`config.mk`:
```
export PLATFORM = sky130hd
export DESIGN_NAME = spec_credit_tx
export DESIGN_NICKNAME = d
export VERILOG_FILES = /design/src/rtl/spct_pkg.sv /design/src/rtl/spct_credit_ctr.sv /design/src/rtl/spct_retx_store.sv /design/src/rtl/spec_credit_tx.sv
export SDC_FILE = /design/constraint.sdc
export NUM_CORES = 1
export LEC_CHECK = 0
export BUFFER_PORTS_ARGS = -buffer_cell sky130_fd_sc_hd__buf_4
export CORE_MARGIN = 2
export CORE_UTILIZATION = 57
export DETAILED_ROUTE_END_ITERATION = 16
export GPL_ROUTABILITY_DRIVEN = 0
export PLACE_DENSITY_LB_ADDON = 0.15
export SETUP_SLACK_MARGIN = 0.2
export SLEW_MARGIN = 0
export SYNTH_ARGS = -nofsm -noshare
export SYNTH_HDL_FRONTEND = slang
export SYNTH_SLANG_ARGS = --single-unit
```
`constraint.sdc`:
```
create_clock -name clk -period 3.8 [get_ports clk]
set_input_delay 0 -clock clk [delete_from_list [all_inputs] [get_ports clk]]
set_output_delay 0 -clock clk [all_outputs]
set_load 0.01 [all_outputs]
```
`src/rtl/spct_pkg.sv`:
```
`timescale 1ns/1ps
package spct_pkg;
  typedef enum logic [1:0] {
    SLOT_FREE = 2'd0,
    SLOT_WAIT = 2'd1,
    SLOT_RETX = 2'd2
  } slot_st_e;
endpackage

```
`src/rtl/spct_credit_ctr.sv`:
```
`timescale 1ns/1ps
module spct_credit_ctr #(
  parameter int LIM_W = 4,
  localparam int CNT_W = LIM_W + 1
) (
  input  logic             clk,
  input  logic             rst_n,
  input  logic [LIM_W-1:0] limit,
  input  logic             take,
  input  logic             give,
  input  logic             give_nack,
  output logic [CNT_W-1:0] owed,
  output logic             has_credit
);
  logic [CNT_W:0] sum;
  logic [CNT_W:0] dec;
  logic [CNT_W-1:0] owed_nxt;

  always_comb begin
    sum = (CNT_W+1)'(owed) + (CNT_W+1)'(take);
    dec = (CNT_W+1)'(give) + (CNT_W+1)'(give_nack);
    owed_nxt = (sum >= dec) ? CNT_W'(sum - dec) : '0;
  end

  always_ff @(posedge clk) begin
    if (!rst_n) owed <= '0;
    else        owed <= owed_nxt;
  end

  assign has_credit = owed < {1'b0, limit};
endmodule

```
`src/rtl/spct_retx_store.sv`:
```
`timescale 1ns/1ps
module spct_retx_store
  import spct_pkg::*;
#(
  parameter int DATA_W = 8,
  parameter int TAG_W  = 2,
  localparam int SLOTS = 1 << TAG_W
) (
  input  logic              clk,
  input  logic              rst_n,
  input  logic              alloc,
  input  logic [DATA_W-1:0] alloc_data,
  input  logic              resend,
  input  logic              resp_valid,
  input  logic              resp_nack,
  input  logic [TAG_W-1:0]  resp_tag,
  output logic              free_any,
  output logic [TAG_W-1:0]  free_tag,
  output logic              retx_any,
  output logic [TAG_W-1:0]  retx_tag,
  output logic [DATA_W-1:0] retx_data,
  output logic [SLOTS-1:0]  wait_vec,
  output logic              nack_hit
);
  logic [SLOTS-1:0]  free_vec;
  logic [SLOTS-1:0]  retx_vec;
  logic [DATA_W-1:0] dat_q [SLOTS];

  for (genvar s = 0; s < SLOTS; s++) begin : g_slot
    slot_st_e st_q;
    logic     hit_alloc, hit_resend, hit_resp;

    assign hit_alloc  = alloc  && (free_tag == TAG_W'(s));
    assign hit_resend = resend && (retx_tag == TAG_W'(s));
    assign hit_resp   = resp_valid && (resp_tag == TAG_W'(s)) && (st_q == SLOT_WAIT);

    always_ff @(posedge clk) begin
      if (!rst_n)                        st_q <= SLOT_FREE;
      else if (hit_alloc || hit_resend)  st_q <= SLOT_WAIT;
      else if (hit_resp)                 st_q <= resp_nack ? SLOT_RETX : SLOT_FREE;
    end

    always_ff @(posedge clk) begin
      if (hit_alloc) dat_q[s] <= alloc_data;
    end

    assign free_vec[s] = (st_q == SLOT_FREE);
    assign retx_vec[s] = (st_q == SLOT_RETX);
    assign wait_vec[s] = (st_q == SLOT_WAIT);
  end

  always_comb begin
    free_tag = '0;
    retx_tag = '0;
    for (int i = SLOTS - 1; i >= 0; i--) begin
      if (free_vec[i]) free_tag = TAG_W'(i);
      if (retx_vec[i]) retx_tag = TAG_W'(i);
    end
  end

  assign free_any  = |free_vec;
  assign retx_any  = |retx_vec;
  assign retx_data = dat_q[retx_tag];
  assign nack_hit  = resp_valid && resp_nack && wait_vec[resp_tag];
endmodule

```
`src/rtl/spec_credit_tx.sv`:
```
`timescale 1ns/1ps
module spec_credit_tx #(
  parameter int DATA_W = 8,
  parameter int TAG_W  = 2,
  parameter int LIM_W  = 4,
  localparam int CNT_W = LIM_W + 1,
  localparam int SLOTS = 1 << TAG_W
) (
  input  logic              clk,
  input  logic              rst_n,
  input  logic [LIM_W-1:0]  cred_limit,
  input  logic              in_valid,
  output logic              in_ready,
  input  logic [DATA_W-1:0] in_data,
  output logic              link_valid,
  output logic [DATA_W-1:0] link_data,
  output logic [TAG_W-1:0]  link_tag,
  output logic              link_spec,
  input  logic              cred_ret,
  input  logic              resp_valid,
  input  logic              resp_nack,
  input  logic [TAG_W-1:0]  resp_tag
);
  logic              has_credit;
  logic [CNT_W-1:0]  owed;
  logic              free_any, retx_any, nack_hit;
  logic [TAG_W-1:0]  free_tag, retx_tag;
  logic [DATA_W-1:0] retx_data;
  logic [SLOTS-1:0]  wait_vec;
  logic              send_retx, send_new, sending;

  // Retransmission owns the link whenever a credit allows it.
  assign send_retx = has_credit && retx_any;
  assign in_ready  = free_any && !send_retx;
  assign send_new  = in_valid && in_ready;
  assign sending   = send_retx || send_new;

  spct_credit_ctr #(.LIM_W(LIM_W)) ctr_i (
    .clk        (clk),
    .rst_n      (rst_n),
    .limit      (cred_limit),
    .take       (sending),
    .give       (cred_ret),
    .give_nack  (nack_hit),
    .owed       (owed),
    .has_credit (has_credit)
  );

  spct_retx_store #(.DATA_W(DATA_W), .TAG_W(TAG_W)) store_i (
    .clk        (clk),
    .rst_n      (rst_n),
    .alloc      (send_new),
    .alloc_data (in_data),
    .resend     (send_retx),
    .resp_valid (resp_valid),
    .resp_nack  (resp_nack),
    .resp_tag   (resp_tag),
    .free_any   (free_any),
    .free_tag   (free_tag),
    .retx_any   (retx_any),
    .retx_tag   (retx_tag),
    .retx_data  (retx_data),
    .wait_vec   (wait_vec),
    .nack_hit   (nack_hit)
  );

  always_ff @(posedge clk) begin
    if (!rst_n) begin
      link_valid <= 1'b0;
      link_spec  <= 1'b0;
      link_data  <= '0;
      link_tag   <= '0;
    end else begin
      link_valid <= sending;
      link_spec  <= send_new && !has_credit;
      if (send_retx) begin
        link_data <= retx_data;
        link_tag  <= retx_tag;
      end else if (send_new) begin
        link_data <= in_data;
        link_tag  <= free_tag;
      end
    end
  end
endmodule

```
# Word-level counts from Yosys, hierarchy flattened
# Memories as Yosys holds them, arrays and structs flattened.
# Index checks and enable logic that the tools add are counted.
# classes
n_addsub,3
eq_ne,17
n_mux,40
bitwise,1
order_cmp,3
n_reduce_logical,51
# op_table
operator,n
$mux W8,5
$mux W2,14
$reduce_or A8 Y1,3
$logic_and A1 B1 Y1,22
$eq A2 B2 Y1 const B,10
$mux W1,20
$eq A2 B1 Y1 const B,7
$logic_not A2 Y1,7
$reduce_bool A2 Y1,5
$reduce_or A2 Y1,4
$reduce_or A4 Y1,2
$add A5 B1 Y6,1
$ge A6 B2 Y1,1
$logic_or A1 B1 Y1,5
$lt A5 B4 Y1,1
$sub A5 B5 Y5,1
$lt A2 B3 Y1 const B,1
$add A1 B1 Y2,1
$bmux W1 S2,1
$logic_not A1 Y1,2
$reduce_and A2 Y1,1
$not A1 Y1,1
# word_totals
mem_count,1
register_bits,25
ram_bits,32
input_bits,20
output_inout_bits,13
# mem_list
name,depth,width,rd,rd_clocked_by_memory_dff,wr,line,rtl
store_i.dat_q,4,8,1,0,1,spct_retx_store.sv:27,logic [DATA_W-1:0] dat_q [SLOTS];

# Longest topological paths before layout
# logic_depth
ltp_word,13
mapped_depth,15

# Modules after synthesis
# From an unflattened synthesis, not the netlist that was laid out.
# hier_totals
hier_cells,271
hier_area_um2,3019.1
# by_module_without_submodules
module,instances,cells_each,seq_area_each_um2,area_each_um2
spct_retx_store,1,151,1121.1,1870.5
spec_credit_tx,1,70,240.2,681.9
spct_credit_ctr,1,50,100.1,466.7

# Least setup slack after synthesis
# Ideal clock, no wire load.
# synth_path
path_kind,register to register
from,register ctr_i.owed[2]
to,register ctr_i.owed[2]
arrival_time_ps,3026
setup_ps,133
path_stages_with_launch,13
path_slack_ps,641
path_buffers,0
synth_period_minus_slack_ps,3159
required_time_ps,3667
path_cell_list,dfxtp_1 ha_1 or4_4 a21oi_4 o21ai_2 nand2_1 ha_1 ha_1 fa_1 nor4_1 a21oi_1 o21ai_0 nor2_1
# synth_via
elab_chain_len,9
elab_cells_between_ends,10
# synth_rtl
element,line,rtl
"start, declared",spct_credit_ctr.sv:12,"output logic [CNT_W-1:0] owed,"
"start signal, assigned",spct_credit_ctr.sv:27,else owed <= owed_nxt;
$lt A5 B4 Y1 *,spct_credit_ctr.sv:30,"assign has_credit = owed < {1'b0, limit};"
$logic_and A1 B1 Y1 *,spec_credit_tx.sv:33,assign send_retx = has_credit && retx_any;
$logic_not A1 Y1,spec_credit_tx.sv:34,assign in_ready = free_any && !send_retx;
$logic_and A1 B1 Y1,spec_credit_tx.sv:34,
$logic_and A1 B1 Y1,spec_credit_tx.sv:35,assign send_new = in_valid && in_ready;
$logic_or A1 B1 Y1 *,spec_credit_tx.sv:36,assign sending = send_retx || send_new;
via ctr_i.take,spct_credit_ctr.sv:9,"input logic take,"
$add A5 B1 Y6 *,spct_credit_ctr.sv:20,sum = (CNT_W+1)'(owed) + (CNT_W+1)'(take);
$ge A6 B2 Y1,spct_credit_ctr.sv:22,owed_nxt = (sum >= dec) ? CNT_W'(sum - dec) : '0;
$reduce_and A2 Y1 (no source line),n/a,
# Mark *: on every way through the listed nets, which the timed path passes. The rest lies on a longest branch.
# A chain may end at the register's enable or synchronous reset.

# Worst setup path in the final report
# Ends and elaborated chain as after synthesis.

==> results.py <==
metrics = {
    "run_status": {
        "status": "finished clean",
    },
    "finish": {
        "design_area_um2": 3306,
        "register_area_um2": 1461,
        "drive_gt1_share_pct": 23.10,
        "multi_input_area_um2": 1130,
        "area_growth_pct": 22.37,
        "fin_nets": 314,
        "final_cells": 344,
        "post-route-util_pct": 70.93,
        "n_fill_cell": 328,
        "antenna_cells": 0,
    },
    "min_path": {
        "min_to": "store_i.g_slot[0].st_q[0]",
        "whs_path_depth": 3,
        "worstHoldStart": "resp_valid",
        "hold_path_class": "in2reg",
    },
    "sta": {
        "relSlewSlack_pct": 51.52,
        "tightestPinTransition_ns": 0.7233,
        "rsz0062_at_grt": "no",
        "finalCriticalPeriod_ns": 3.299,
        "finalWorstSetupSlack_ns": 0.5007,
        "holdWs_ns": 0.02876,
        "tns_ns": 0,
        "final.period_utilization_pct": 86.82,
        "setup_viol": 0,
        "timing.final.hold_violations": 0,
        "report.final.slew_viol_count": 0,
        "max_freq_ghz": 0.3031,
        "fin_skew_ns": 0.008913,
    },
    "die": {
        "fp-row-count": 25,
        "pin_count": 33,
        "dieArea_um2": 5306,
        "fp.dieW_um": 72.84,
        "start_util_pct": 57.96,
        "die_h_um": 72.84,
        "core_area_um2": 4661,
    },
    "detailed_routing": {
        "drtIter0Drc": 175,
        "wl_per_cell_um": 17.56,
        "ant_nets": 0,
        "vias_per_cell": 5.962,
        "first_pass_iters": 5,
        "vias": 2051,
        "drt_wl_total_um": 6040,
        "drc": 0,
    },
    "setup_path": {
        "critPathKind": "reg2reg",
        "startpoint_type": "flop",
        "r2r_end": "ctr_i.owed[2]",
        "worstPathRequired_ns": 4.01,
        "cpPeakStageDelay_ns": 0.54,
        "r2r_cells": 12,
        "crit_arrival_ns": 3.51,
        "crit_chain": "ha_1 -> or4_4 -> a21oi_4 -> o21ai_2 -> nand2_1 -> ha_1 -> ha_1 -> fa_1 -> nor4_1 -> a21oi_1 -> o21ai_1 -> nor2_1",
        "rrSetupSlack_ns": 0.50,
        "worstSetupEndpointType": "flop",
        "rr_startpoint": "ctr_i.owed[2]",
        "critPathMaxFanout": 7,
        "cpMostUsedCell": "ha_1",
        "crit_slowest_cell": "or4_4",
    },
    "placement": {
        "io_buffers": 32,
        "dp_hpwl_um": 3938,
        "place_area_um2": 2985,
        "dp_worst_setup_slack_ns": 0.3734,
        "placed_cells": 318,
    },
    "synthesis": {
        "syn_area_um2": 2701,
        "synth.distinct_cells": 56,
        "async_flop_share_pct": 0,
        "synth_seq_cells": 57,
        "synth_ff_type": "edfxtp_1",
        "synth_edf_count": 32,
        "syn-instance-count": 236,
        "yosysWarnings": 0,
        "yosysTopAreaCell": "edfxtp_1",
        "syn_area_per_cell_um2": 11.45,
        "synthTopCellsByArea": "edfxtp_1 (36%), dfxtp_1 (19%), ha_1 (3.7%), mux2i_1 (3.0%), a221oi_1 (2.9%)",
        "syn_nets": 265,
        "ys_seq_area_share_pct": 54.10,
        "yosysMostFrequentCell": "edfxtp_1",
        "synth_top_area_share_pct": 35.57,
        "synth_common_cells": "edfxtp_1 (32), dfxtp_1 (25), nor2_1 (16), inv_1 (13), nand2_1 (12)",
    },
    "clocking": {
        "cts.clk_slew.worst_paths_ns": 0.07,
        "clkSinkCount": 57,
        "post_cts_buffers": 0,
        "clockBufferDepth": 2,
        "numCtsBuffers": 9,
        "cts_tree": "done",
        "clock_latency_ns": 0.33,
        "htree_levels": 3,
        "clock-root-buffer": "clkbuf_8",
    },
    "grt": {
        "grt_start_max_net_pins": 12,
        "grt.total_usage_pct": 24.35,
        "grt_pass1_wl_um": 9432,
        "antenna_found_initial": 0,
        "grt_pass1_vias": 1936,
        "grt_overflow_total": 0,
    },
    "power_and_ir_drop": {
        "powerDensity_nw_per_um2": 539.3,
        "power.total_mw": 1.783,
        "vdd_drop_max_mv": 0.3575,
        "cellLeakagePower_nw": 1.294,
    },
    "job": {
        "maxCapViolCount": 0,
    },
}
## power breakdown
group	internal [mW]	switching, mW	leakage (nW)
sequential	0.702	0.0374	0.499
combinational	0.197	0.222	0.682
clock	0.386	0.239	0.113
## cells in the final DEF (no fill, tap or decap), drive strengths merged, types with 3 or more instances in the layout
master       synthesis  routed
nor3                 8       8
clkinv               0       3
xnor2                5       5
nand2b               3       3
o22ai               10      10
edfxtp              32      32
a221oi               9       9
a22o                10      10
a31oi                3       3
nor2b                5       5
buf                  5      37
nand2               13      13
clkbuf               3      11
o21ai               10      10
dlygate4sd3          0      10
o21a                 4       4
nor4                 3       3
dfxtp               25      25
a21oi               10      10
nand4                3       3
ha                   8       8
nor2                17      17
nand3                6       6
mux2i                8       8
inv                 13      13
## cells by family (layout without fill, tap and decap cells)
logic type,after synthesis,count (layout),share of synthesized area [%]
adder cells (fa/ha/maj),9,9,4.447
AO/OA/AOI/OAI,66,66,18.43
flip-flops,57,57,54.10
XOR/XNOR,6,6,1.945
AND/OR/NAND/NOR,68,68,14.03
multiplexers,8,8,2.964
buffers and inverters,22,76,4.076
## critical path, delay by kind of cell (launching register included)
| family | cells | cell delay [ns] |
|---|---|---|
| fa+ha+maj | 4 | 1.14 |
| simple gates | 4 | 0.97 |
| compound gates | 4 | 0.75 |
| flops | 1 | 0.31 |
## routing by layer
layer | wire [µm] | track usage [%] | vias up
met2 | 2967 | 38.89 | 93
met3 | 440 | 7.320 | 6
li1 | - | - | 995
met4 | 49 | 7.613 | 0
met5 | 0 | 0 | -
met1 | 2583 | 32.03 | 957
## repair_timing
action,4_1_cts,5_1_grt
hold buffers,10,0
endpoints found under the setup margin,0,5
hold endpoints to repair,46,0
gates resized for setup,0,1
## registers in the layout, indices dropped and copies added (netlist names)
register             cells
store_i.dat_q           32
link_valid               1
store_i.g_slot.st_q      8
ctr_i.owed               5
link_data                8
link_spec                1
link_tag                 2
## cell type report
cell class | count | share of cell area [%]
flip-flops and latches | 57 | 44.21
multi-input cells | 157 | 34.18
repair buffers | 47 | 11.43
clock buffers | 11 | 4.277
clock inverters | 5 | 2.385
well taps | 54 | 2.044
inverters | 13 | 1.476
## worst max path at each step
stage,startpoint,end,slack [ns],cells past startpoint
after detailed placement,ctr_i.owed[2],ctr_i.owed[4],0.37,12
after global placement,ctr_i.owed[2],ctr_i.owed[2],0.41,12
final,ctr_i.owed[2],ctr_i.owed[2],0.50,12
after global routing,ctr_i.owed[2],ctr_i.owed[2],0.22,12
after floorplan,ctr_i.owed[2],ctr_i.owed[2],0.64,12
after CTS,ctr_i.owed[2],ctr_i.owed[4],0.35,12
Note: power is estimated with default switching activity, not from simulation.
